`src/rtl/pio_strobe_pkg.sv`:
```
package pio_strobe_pkg;

  localparam int TIM_W = 32;
  localparam int CNT_W = 5;

  typedef enum logic [1:0] {
    LD_SETUP = 2'd0,
    LD_LOW   = 2'd1,
    LD_HIGH  = 2'd2
  } loadSel_e;

  // strobes from control to datapath
  typedef struct packed {
    logic     capture;
    logic     load;
    loadSel_e sel;
    logic     dec;
    logic     strobeOn;
  } ctrlStrobes_t;

  typedef struct packed {
    logic [2:0] setup;
    logic [4:0] low;
    logic [3:0] high;
  } phaseFields_t;

  function automatic phaseFields_t pickFields(input logic [TIM_W-1:0] w, input logic isCmd);
    phaseFields_t f;
    if (isCmd) begin
      f.setup = w[27:25];
      f.low   = w[17:13];
      f.high  = w[12:9];
    end else begin
      f.setup = w[24:22];
      f.low   = w[8:4];
      f.high  = w[3:0];
    end
    return f;
  endfunction

endpackage

```
`src/rtl/pio_timing_bank.sv`:
```
module pio_timing_bank
  import pio_strobe_pkg::*;
#(
  parameter int NUM_REGS = 4,
  parameter int IDX_W = 2,
  parameter logic [TIM_W-1:0] RESET_WORD = 32'h0120A7A7
) (
  input  logic             clk,
  input  logic             rstN,
  input  logic             wrEn,
  input  logic [IDX_W-1:0] wrIdx,
  input  logic [TIM_W-1:0] wrData,
  input  logic [IDX_W-1:0] rdIdx,
  output logic [TIM_W-1:0] rdData
);

  logic [TIM_W-1:0] words [NUM_REGS];

  for (genvar i = 0; i < NUM_REGS; i++) begin : g_word
    always_ff @(posedge clk) begin
      if (!rstN) begin
        words[i] <= RESET_WORD;
      end else if (wrEn && (wrIdx == IDX_W'(i))) begin
        words[i] <= wrData;
      end
    end
  end

  always_comb begin
    rdData = RESET_WORD;
    for (int i = 0; i < NUM_REGS; i++) begin
      if (rdIdx == IDX_W'(i)) rdData = words[i];
    end
  end

endmodule

```
`src/rtl/pio_strobe_dp.sv`:
```
module pio_strobe_dp
  import pio_strobe_pkg::*;
(
  input  logic             clk,
  input  logic             rstN,
  input  ctrlStrobes_t     ctl,
  input  logic [TIM_W-1:0] liveWord,
  input  logic             liveCmd,
  input  logic             liveWrite,
  output logic             cntZero,
  output logic             diorN,
  output logic             diowN
);

  phaseFields_t latF, srcF;
  logic         latWrite;
  logic [CNT_W-1:0] cnt;

  // on the accept edge the fields come straight from the bank
  assign srcF = ctl.capture ? pickFields(liveWord, liveCmd) : latF;

  always_ff @(posedge clk) begin
    if (!rstN) begin
      latF     <= '0;
      latWrite <= 1'b0;
    end else if (ctl.capture) begin
      latF     <= srcF;
      latWrite <= liveWrite;
    end
  end

  always_ff @(posedge clk) begin
    if (!rstN) begin
      cnt <= '0;
    end else if (ctl.load) begin
      case (ctl.sel)
        LD_SETUP: cnt <= CNT_W'(srcF.setup);
        LD_HIGH:  cnt <= CNT_W'(srcF.high);
        default:  cnt <= CNT_W'(srcF.low);
      endcase
    end else if (ctl.dec) begin
      cnt <= cnt - 1'b1;
    end
  end

  assign cntZero = (cnt == '0);
  assign diorN   = ~(ctl.strobeOn & ~latWrite);
  assign diowN   = ~(ctl.strobeOn &  latWrite);

  assert_strobe_exclusive_R5: assert property (@(posedge clk) disable iff (!rstN)
    (diorN || diowN));

  assert_cnt_bound_R2: assert property (@(posedge clk) disable iff (!rstN)
    ctl.strobeOn |-> (cnt <= CNT_W'(latF.low)));

endmodule

```
`src/rtl/pio_strobe_ctrl.sv`:
```
module pio_strobe_ctrl
  import pio_strobe_pkg::*;
(
  input  logic         clk,
  input  logic         rstN,
  input  logic         reqValid,
  input  logic         reqFirst,
  input  logic         cntZero,
  output ctrlStrobes_t ctl,
  output logic         reqReady,
  output logic         cycDone
);

  typedef enum logic [2:0] {
    ST_IDLE, ST_SETUP, ST_ACTIVE, ST_RECOVER, ST_DONE
  } state_e;

  state_e state, nextState;

  always_ff @(posedge clk) begin
    if (!rstN) state <= ST_IDLE;
    else       state <= nextState;
  end

  always_comb begin
    ctl       = '0;
    ctl.sel   = LD_LOW;
    nextState = state;
    case (state)
      ST_IDLE: begin
        if (reqValid) begin
          ctl.capture = 1'b1;
          ctl.load    = 1'b1;
          if (reqFirst) begin
            ctl.sel   = LD_SETUP;
            nextState = ST_SETUP;
          end else begin
            nextState = ST_ACTIVE;
          end
        end
      end
      ST_SETUP: begin
        if (cntZero) begin
          ctl.load  = 1'b1;
          nextState = ST_ACTIVE;
        end else ctl.dec = 1'b1;
      end
      ST_ACTIVE: begin
        ctl.strobeOn = 1'b1;
        if (cntZero) begin
          ctl.load  = 1'b1;
          ctl.sel   = LD_HIGH;
          nextState = ST_RECOVER;
        end else ctl.dec = 1'b1;
      end
      ST_RECOVER: begin
        if (cntZero) nextState = ST_DONE;
        else         ctl.dec = 1'b1;
      end
      default: nextState = ST_IDLE;
    endcase
  end

  assign reqReady = (state == ST_IDLE);
  assign cycDone  = (state == ST_DONE);

  assert_done_single_R6: assert property (@(posedge clk) disable iff (!rstN)
    cycDone |=> (!cycDone && reqReady));

  assert_busy_after_accept_R7: assert property (@(posedge clk) disable iff (!rstN)
    (reqValid && reqReady) |=> !reqReady);

  assert_setup_to_active_R4: assert property (@(posedge clk) disable iff (!rstN)
    (state == ST_SETUP && cntZero) |=> ctl.strobeOn);

endmodule

```
`src/rtl/pio_strobe_gen.sv`:
```
module pio_strobe_gen
  import pio_strobe_pkg::*;
#(
  parameter int NUM_CHAN = 2,
  parameter logic [31:0] RESET_WORD = 32'h0120A7A7,
  localparam int CH_W = (NUM_CHAN > 1) ? $clog2(NUM_CHAN) : 1,
  localparam int IDX_W = CH_W + 1,
  localparam int NUM_REGS = 2 * NUM_CHAN
) (
  input  logic             clk,
  input  logic             rstN,
  input  logic             regWrEn,
  input  logic [IDX_W-1:0] regWrIdx,
  input  logic [31:0]      regWrData,
  input  logic             reqValid,
  input  logic [CH_W-1:0]  reqChan,
  input  logic             reqDev,
  input  logic             reqWrite,
  input  logic             reqCmd,
  input  logic             reqFirst,
  output logic             reqReady,
  output logic             diorN,
  output logic             diowN,
  output logic             cycDone
);

  ctrlStrobes_t     ctl;
  logic             cntZero;
  logic [TIM_W-1:0] liveWord;
  logic [IDX_W-1:0] rdIdx;

  // index = device + 2 * channel
  assign rdIdx = {reqChan, reqDev};

  pio_timing_bank #(
    .NUM_REGS(NUM_REGS), .IDX_W(IDX_W), .RESET_WORD(RESET_WORD)
  ) u_bank (
    .clk(clk), .rstN(rstN), .wrEn(regWrEn), .wrIdx(regWrIdx),
    .wrData(regWrData), .rdIdx(rdIdx), .rdData(liveWord)
  );

  pio_strobe_ctrl u_ctrl (
    .clk(clk), .rstN(rstN), .reqValid(reqValid), .reqFirst(reqFirst),
    .cntZero(cntZero), .ctl(ctl), .reqReady(reqReady), .cycDone(cycDone)
  );

  pio_strobe_dp u_dp (
    .clk(clk), .rstN(rstN), .ctl(ctl), .liveWord(liveWord),
    .liveCmd(reqCmd), .liveWrite(reqWrite), .cntZero(cntZero),
    .diorN(diorN), .diowN(diowN)
  );

  assert_recover_before_done_R3: assert property (@(posedge clk) disable iff (!rstN)
    $rose(diorN && diowN) |-> !cycDone);

endmodule

```
`config.mk`:
```
export PLATFORM = sky130hd
export DESIGN_NAME = pio_strobe_gen
export DESIGN_NICKNAME = d
export VERILOG_FILES = /design/src/rtl/pio_strobe_pkg.sv /design/src/rtl/pio_timing_bank.sv /design/src/rtl/pio_strobe_dp.sv /design/src/rtl/pio_strobe_ctrl.sv /design/src/rtl/pio_strobe_gen.sv
export SDC_FILE = /design/constraint.sdc
export NUM_CORES = 1
export LEC_CHECK = 0
export CAP_MARGIN = 0
export CORE_MARGIN = 2
export CORE_UTILIZATION = 40
export DETAILED_ROUTE_END_ITERATION = 6
export DONT_BUFFER_PORTS = 1
export PLACE_DENSITY_LB_ADDON = 0.08
export SLEW_MARGIN = 30
export SYNTH_ARGS = -nofsm -noshare
export SYNTH_HDL_FRONTEND = slang
export SYNTH_SLANG_ARGS = --single-unit
```
`constraint.sdc`:
```
create_clock -name clk -period 5.23 [get_ports clk]
set_clock_uncertainty 0.15 [all_clocks]
set_input_delay 0.523 -clock clk [delete_from_list [all_inputs] [get_ports clk]]
set_output_delay 0.523 -clock clk [all_outputs]
set_load 0.05 [all_outputs]
```
---- Yosys cells after proc, flatten, opt, wreduce, memory -nomap -nowiden ----
Memories as Yosys holds them, arrays and structs flattened.
Index checks and enable logic that the tools add are counted.
storage, ports and cells
  RAM bits ................................ 128
  output and inout port bits .............. 4
  flip-flop bits (word level) ............. 21
  bits of input ports ..................... 43
  word-level logic and storage cells ...... 86
  memories kept ........................... 1
operators by class
  eq/ne operators ......................... 15
  reductions and logical operators ........ 12
  $add $sub $neg .......................... 1
  mux-type cells .......................... 42
  bitwise gates (word level) .............. 9
memories
  name          depth  bits a word  rd ports  clocked after memory_dff  write ports  RTL line               source
  u_bank.words  4      32           4         0                         4            pio_timing_bank.sv:17  logic [TIM_W-1:0] words [NUM_REGS];
operator list
  cell                                                                number
  32-bit two-way mux                                                  4
  28-bit two-way mux                                                  4
  12-bit two-way mux                                                  2
  1-bit two-way mux                                                   19
  3-bit two-way mux                                                   5
  3-bit one-hot mux with 4 select lines                               1
  2-bit == test, second input constant                                5
  5-bit two-way mux                                                   2
  5-bit one-hot mux with 2 select lines                               1
  2-bit inequality test, second input constant                        4
  3-bit by 2-bit == test with 1-bit output, second input constant     2
  2-bit zero test                                                     3
  5-bit zero test                                                     1
  5-bit by 1-bit subtractor with 5-bit output, second input constant  1
  2-bit by 1-bit == test with 1-bit output, second input constant     2
  1-bit logical AND                                                   4
  4-bit two-way mux                                                   1
  1-bit OR                                                            4
  2-bit one-hot mux with 2 select lines                               1
  4-bit AND reduction                                                 1
  3-bit by 1-bit == test with 1-bit output, second input constant     1
  3-bit == test, second input constant                                1
  3-bit zero test                                                     1
  1-bit NOT                                                           3
  other kinds (5)                                                     6

---- Longest topological paths before layout ----
Gate-level depths: netlist (run 1).
  word-level depth ........................ 9
  depth in mapped cells ................... 7
  depth with buffers taken out ............ 7

---- Cells and area by module ----
Synthesis (run 1) repeated with hierarchy kept, for this count alone.
unflattened totals
  cell total of the unflattened synthesis .. 463
  area total of the unflattened synthesis .. 6939.2 µm²
modules (own cells, without submodules)
  module           times used  cells an instance  area each (µm²)
  pio_timing_bank  1           318                5587.9
  pio_strobe_dp    1           112                1091.0
  pio_strobe_ctrl  1           33                 260.2

---- Least setup slack after synthesis (run 1) ----
No wires, ideal clock.
  path type ............................... in2reg
  start ................................... input port regWrIdx[1]
  end ..................................... memory u_bank.words[1][0], enable pin
  path buffers ............................ 1
  stages on the path ...................... 3
  data arrival time ....................... 2.656 ns
  setup time .............................. 0.438 ns
  setup slack ............................. 1.986 ns
  cell sequence ........................... nand2b_1 clkbuf_1 o21ai_0
RTL lines
  what                RTL line               source
  start: declaration  pio_strobe_gen.sv:13   input logic [IDX_W-1:0] regWrIdx,
  end: declaration    pio_timing_bank.sv:17

---- Final worst setup path (run 1) ----
  start ................................... register u_ctrl.state[1]
  end ..................................... output port diorN
between the ends
  longest elaborated chain between the ends .. 4
RTL lines
  what                                      RTL line               source
  start: declaration                        pio_strobe_ctrl.sv:18  state_e state, nextState;
  start signal: assignment                  pio_strobe_ctrl.sv:22  else state <= nextState;
  3-bit by 2-bit == test with 1-bit output  pio_strobe_ctrl.sv:29  case (state)
  1-bit two-way mux                         pio_strobe_ctrl.sv:29
  1-bit AND                                 pio_strobe_dp.sv:47    assign diorN = ~(ctl.strobeOn & ~latWrite);
  1-bit NOT                                 pio_strobe_dp.sv:47
  end: declaration                          pio_strobe_gen.sv:22   output logic diorN,
No other way between the ends.

==> results of run 1 <==
[registers in the layout, indices dropped and copies added, names as in the netlist]
register,flops
u_dp.latF,9
u_dp.cnt,5
u_bank.words,96
u_dp.latWrite,1
u_ctrl.state,3
[worst register-to-register path, cell delays in order, from the launching register on]
cell	delay (ns)
dfxtp_1	0.32
inv_1	0.11
ha_1	0.17
nor4b_4	0.56
o21ai_1	0.19
a221o_1	0.40
a2111oi_1	0.37
a21oi_1	0.12
[per-layer routing]
metal,up-vias,routed length (µm),share of wire,global-route usage
met2,55,6170,0.51,0.310
met1,1593,5360,0.44,0.230
met4,0,168,0.014,0.0727
met3,12,487,0.040,0.0547
li1,1538,-,-,-
met5,-,0,0,0
[power groups by stage]
stage | sequential [mW] | clock, mW | combinational (mW)
floorplan | 1.13 | 0 | 0.379
global placement | 1.16 | 0 | 0.424
detailed placement | 1.16 | 0 | 0.428
CTS | 1.15 | 1.21 | 0.430
global route | 1.16 | 1.25 | 0.470
finish | 1.15 | 1.19 | 0.425
[logic make-up (layout without fill, tap and decap cells)]
group,Yosys count,count (layout),share of synthesized area
AOI/OAI and AO/OA,49,49,0.0653
xor gates and xnor gates,2,2,0.00324
adders and majority gates,2,2,0.00463
buffers and inverters,37,46,0.0322
DFF,114,114,0.600
muxes,38,38,0.119
and+or+nand+nor,165,165,0.176
[layout by cell type, fill, tap and decap left out, types with 3 or more instances in the layout]
cell type   n
inv_1       7
nand2_1    18
nor2_1     25
a31oi_1     3
a21oi_1     4
edfxtp_1   96
mux2_2      5
buf_4       7
nor3_1      5
o21ai_2     4
o21ai_0    10
mux4_2     18
a211oi_1    7
inv_6       4
or3_1      46
dfxtp_1    18
clkinv_4    4
nand2b_1    5
clkbuf_16  17
bufinv_16   3
clkinv_2    3
and2_1     53
mux2i_1    13
a221oi_1    3
nor2_2      3
[cell type report]
type | count | area [µm²]
fillers | 1212 | 7080
flip-flops and latches | 114 | 3240
multi-input cells | 256 | 2010
clock buffers | 17 | 425
clock inverters | 15 | 183
repair buffers | 7 | 52.6
well taps | 176 | 220
inverters | 7 | 26.3
[worst min-delay path by stage]
stage                                     from                          to  slack [ns]  cells after the start
CTS                                   reqWrite  u_dp.latWrite$_SDFFE_PN0N_        0.07                      2
floorplan           u_dp.latWrite$_SDFFE_PN0N_  u_dp.latWrite$_SDFFE_PN0N_        0.30                      2
finish                                reqWrite  u_dp.latWrite$_SDFFE_PN0N_        0.09                      2
global placement    u_dp.latWrite$_SDFFE_PN0N_  u_dp.latWrite$_SDFFE_PN0N_        0.31                      2
global route                              rstN    u_dp.cnt[0]$_SDFFE_PN0P_        0.08                      1
detailed placement  u_dp.latWrite$_SDFFE_PN0N_  u_dp.latWrite$_SDFFE_PN0N_        0.33                      2
[synthesized netlist by cell type, types with 2 or more instances]
cell type and n:
edfxtp_1 96, and2_1 53, or3_1 46, nor2_1 28, clkbuf_1 19, dfxtp_1 18, mux4_2 18, nand2_1 18
o21ai_0 14, mux2i_1 13, a211oi_1 7, buf_2 7, inv_1 7, nand2b_1 6, mux2_2 5, nor3_1 5
a21oi_1 4, a221oi_1 3, a31oi_1 3, buf_6 3, ha_1 2, mux4_1 2, nand3_1 2, nor3b_1 2
nor4b_4 2, o211ai_1 2, o22ai_1 2
==> impl_metrics.toml, run 1 <==
[grt]
track_usage = 0.187
grt_pass1_wl_um = 19500
grt_max_degree = 31
grt_overflow = 0
grt_pass1_vias = 3441
antenna_found_initial = 0

[cts]
cts-resized-gates = 0
numCtsBuffers = 17
cts_tree = "done"
clk_latency_ns = 0.42
post-cts-setup-buffer-count = 0
clkSlewWorstSetupHoldPaths_ns = 0.06
numClockSinks = 114
cts-hold-fix-buffers = 0
max-clock-path-buffers = 2
cts_root_buf = "clkbuf_16"
cts_max_level = 4

[die]
fp.dieW_um = 120
die_h_um = 120
initial_core_util = 0.408
io_pins = 47
dieArea_um2 = 14500
core_um2 = 13200
num_rows = 42

[drt]
detail-route-antenna-nets = 0
drt-total-wl_um = 12200
dr.pass1.iters = 4
post_drt_wl_per_cell_um = 20.6
drc = 0
vias = 3198
vias_per_cell = 5.40
drtIter0Drc = 183

[setup_path]
reg2reg_depth = 7
critPathLaunchType = "flip-flop"
crit_family = "simple AND/OR/NAND/NOR gates"
endpoint = "diorN"
cpPeakStageDelay_ns = 0.76
crit_path_end_kind = "primary output"
critPathBufInv = 0
arrival_ns = 1.96
critPathKind = "flip-flop to primary output"
regToRegSetupSlack_ns = 2.73
crit_path_top_delay_cell = "dfxtp_1"
worst-path-stages = 2
worst_r2r_startpoint = "u_dp.cnt[0]$_SDFFE_PN0P_"
cp_data_required_time_ns = 4.56
r2r_end = "u_dp.cnt[3]$_SDFFE_PN0P_"
worstPathCellList = "nand2b_1 > or3_1"
critical_path.startpoint = "u_ctrl.state[1]$_SDFFE_PN0P_"
worstPathMaxFanout = 18

[yosys]
ys_seq_area_frac = 0.600
yosys_warnings = 0
async_reset_ff_frac = 0
ys_types = 47
ys_ff_latch = 114
synth-edff-count = 96
syn_inst = 407
synthFlopType = "edfxtp_1"
syn_nets = 452
synth_top_area_frac = 0.533
postSynthAreaPerCell_um2 = 13.3
yosys-top-cells-area = "edfxtp_1 (53%), mux4_2 (7.5%), dfxtp_1 (6.7%)"
netlist_area_um2 = 5410
synth_top_area_cell = "edfxtp_1"

[power]
p_seq_frac = 0.415
power_switching_mw = 0.750
p_comb_frac = 0.154
internal_power_mw = 2.01
leakage_nw = 2.10
finalPower_mw = 2.76
peakVddDrop_mv = 0.322
p_clk_frac = 0.431
power_switching_share = 0.272
p_per_area_nw_per_um2 = 448

[timing]
worst_pin_slew_ns = 0.855
finalHoldViolCount = 0
period_share = 0.504
finalMaxSlewViolations = 0
max_slew_margin = 0.428
rsz0062_at_grt = "no"
setup_viol = 0
setup_tns_ns = 0
hold_ws_ns = 0.0861
setup_ws_ns = 2.59
max_freq_mhz = 379
min_period_ns = 2.64

[finish]
nets = 448
drive_gt1_frac = 0.180
final_cell_area_um2 = 6160
final_util = 0.466
stdcell_count = 592
area_growth_pct = 14.0
diodes = 0

[placed_design]
port-buffer-count = 0
place.gp.congestion = 0.765
dp.cells = 560
place_area_um2 = 5550
dp_worst_setup_slack_ns = 2.60
dp_hpwl_um = 7430

[flow_run]
drv_cap = 0

[hold_path]
hp-class = "input port to flip-flop"

[status]
status = "finished clean"
No activity file was read; power rests on OpenSTA's default activity.
==> inputs of run 2 (changes only) <==
--- a/config.mk
+++ b/config.mk
@@ -5,6 +5,7 @@
 export SDC_FILE = /design/constraint.sdc
 export NUM_CORES = 1
 export LEC_CHECK = 0
+export ABC_AREA = 1
 export CAP_MARGIN = 0
 export CORE_MARGIN = 2
 export CORE_UTILIZATION = 40
==> constraint.sdc (replaced) <==
create_clock -name clk -period 2.1 [get_ports clk]
set_clock_uncertainty 0.15 [all_clocks]
set_input_delay 0.21 -clock clk [delete_from_list [all_inputs] [get_ports clk]]
set_output_delay 0.21 -clock clk [all_outputs]
set_load 0.05 [all_outputs]
==> impl_metrics.toml, run 2 <==
[yosys]
synth-edff-count = 96
ys_top_cells_by_count = "nand2_1 (170), nor2_1 (97), edfxtp_1 (96), inv_1 (59), nand3_1 (45)"
ys_types = 36
ys_ff_latch = 114
synth_most_common_cell = "nand2_1"
yosys_warnings = 0
synthFlopType = "edfxtp_1"
ys_seq_area_frac = 0.598
postSynthAreaPerCell_um2 = 8.96
synth_top_area_cell = "edfxtp_1"
async_reset_ff_frac = 0
syn_inst = 605
syn_nets = 650
synth_top_area_frac = 0.532
yosys-top-cells-area = "edfxtp_1 (53%), nand2_1 (12%), nor2_1 (6.7%)"
netlist_area_um2 = 5420

[drt]
drt-total-wl_um = 13900
drc = 0
detail-route-antenna-nets = 0
vias = 4135
drtIter0Drc = 278
dr.pass1.iters = 5
post_drt_wl_per_cell_um = 16.7
vias_per_cell = 4.98

[die]
core_um2 = 13200
dieArea_um2 = 14500
die_h_um = 120
num_rows = 42
io_pins = 47
initial_core_util = 0.409
fp.dieW_um = 120

[placed_design]
place.gp.congestion = 0.781
port-buffer-count = 0
dp_hpwl_um = 8640

[timing]
rsz0062_at_grt = "no"
finalHoldViolCount = 0
setup_tns_ns = 0
setup_viol = 0
min_period_ns = 1.96
period_share = 0.934
max_freq_mhz = 510
finalMaxSlewViolations = 0
hold_ws_ns = 0.0253
worst_pin_slew_ns = 0.584
max_slew_margin = 0.610

[finish]
regMostFlops = "u_bank.words"
reg.largest.list = "u_bank.words x96, u_dp.latF x9, u_dp.cnt x5"
largest_register_ff_count = 96
layout_common_cells = "nand2_1 (170), nor2_1 (97), edfxtp_1 (96)"
nets = 689
fillCellCount = 1301
final_common_cell = "nand2_1"
area_growth_pct = 18.8
diodes = 0
final_util = 0.486
drive_gt1_frac = 0.101

[cts]
numCtsBuffers = 17
cts_root_buf = "clkbuf_16"
numClockSinks = 114
cts_max_level = 4
max-clock-path-buffers = 2
clk_latency_ns = 0.40
clkSlewWorstSetupHoldPaths_ns = 0.05
cts-hold-fix-buffers = 29
post-cts-setup-buffer-count = 0
cts-resized-gates = 0
cts_tree = "done"

[power]
p_per_area_nw_per_um2 = 1090
peakVddDrop_mv = 0.509
leakage_nw = 2.66

[setup_path]
cpPeakStageDelay_ns = 0.41
worst_r2r_startpoint = "u_dp.cnt[0]$_SDFFE_PN0P_"
crit_path_top_delay_cell = "nand2_1"
critPathBufInv = 0
regToRegSetupSlack_ns = 0.25
crit_family = "simple AND/OR/NAND/NOR gates"
worstPathCellList = "nor3_1 > nand2_1"
critPathLaunchType = "flip-flop"
critPathKind = "flip-flop to primary output"
r2r_end = "u_dp.cnt[3]$_SDFFE_PN0P_"
crit_path_end_kind = "primary output"
cp_data_required_time_ns = 1.74
reg2reg_depth = 11
arrival_ns = 1.60
worstPathMaxFanout = 5

[grt]
grt_pass1_vias = 4103
track_usage = 0.206
grt_overflow = 0
grt_pass1_wl_um = 22200
antenna_found_initial = 0
grt_max_degree = 28

[flow_run]
drv_cap = 0

[hold_path]
hp-start = "reqCmd"
holdPathEnd = "u_dp.latF[0]$_SDFFE_PN0N_"
min_path_cells = 7
hp-class = "input port to flip-flop"

[status]
status = "finished clean"
run 2: changes by cell type in the layout (fill, tap and decap cells not counted), sizes merged, moves of 11 or more:
cell,before,now
mux4,20,0
nor2,28,102
or3,46,0
dlygate4sd3,0,29
a21oi,4,19
and2,53,0
nand3,2,46
inv,11,73
mux2i,13,0
or2,0,11
nand2,18,176
run 2: power breakdown:
part,internal [mW],total (mW),switching [mW]
logic,0.523,1.57,1.05
clock network,1.69,2.61,0.922
registers,2.71,2.82,0.102
run 2: kinds of logic after synthesis:
group,Yosys count,share of synthesized area
AOI/OAI and AO/OA,47,0.0466
xor gates and xnor gates,2,0.00323
adders and majority gates,2,0.00462
buffers and inverters,95,0.0727
DFF,114,0.598
and+or+nand+nor,345,0.274
run 2: layout make-up:
type / instances / area, µm² / share of cell area
Sequential cell: 114 / 3240 / 0.504
Timing Repair Buffer: 42 / 388 / 0.0602
Clock inverter: 11 / 96.3 / 0.0150
Tap cell: 176 / 220 / 0.0342
Multi-Input combinational cell: 396 / 1780 / 0.277
Clock buffer: 19 / 433 / 0.0672
Inverter: 73 / 277 / 0.0429
run 2: worst max path at each step:
| stage | from | endpoint | cells after the start |
|---|---|---|---|
| final | u_ctrl.state[2]$_SDFFE_PN0P_ | diorN | 2 |
| after floorplan | u_ctrl.state[0]$_SDFFE_PN0P_ | u_dp.cnt[3]$_SDFFE_PN0P_ | 12 |
| after CTS | u_ctrl.state[2]$_SDFFE_PN0P_ | diorN | 2 |
| after global routing | u_dp.cnt[0]$_SDFFE_PN0P_ | u_dp.cnt[3]$_SDFFE_PN0P_ | 11 |
| after global placement | u_ctrl.state[1]$_SDFFE_PN0P_ | u_dp.cnt[3]$_SDFFE_PN0P_ | 10 |
| after detailed placement | u_dp.cnt[0]$_SDFFE_PN0P_ | u_dp.cnt[2]$_SDFFE_PN0P_ | 11 |
run 2: tightest hold or removal path: cells and delay by family:
family	cells	cell delay [ns]
buf+inv	1	0.04
simple gates	6	0.28
run 2: metrics by stage:
stage                     area, µm²  cells  power (mW)  worst slack (ns)
after global placement         5620    772        4.34             0.299
after detailed placement       5620    772        4.37             0.271
after global routing           6440    831        7.35            0.0185
final                          6440    831        7.00             0.139
after CTS                      6440    831        7.04             0.107
after floorplan                5420    605        4.04             0.406
run 2: metal layers:
metal / part of all wire / up-vias / track usage
li1: - / 2024 / -
met1: 0.46 / 1984 / 0.275
met3: 0.043 / 14 / 0.0373
met2: 0.48 / 113 / 0.336
met5: 0 / - / 0
met4: 0.014 / 0 / 0.0749
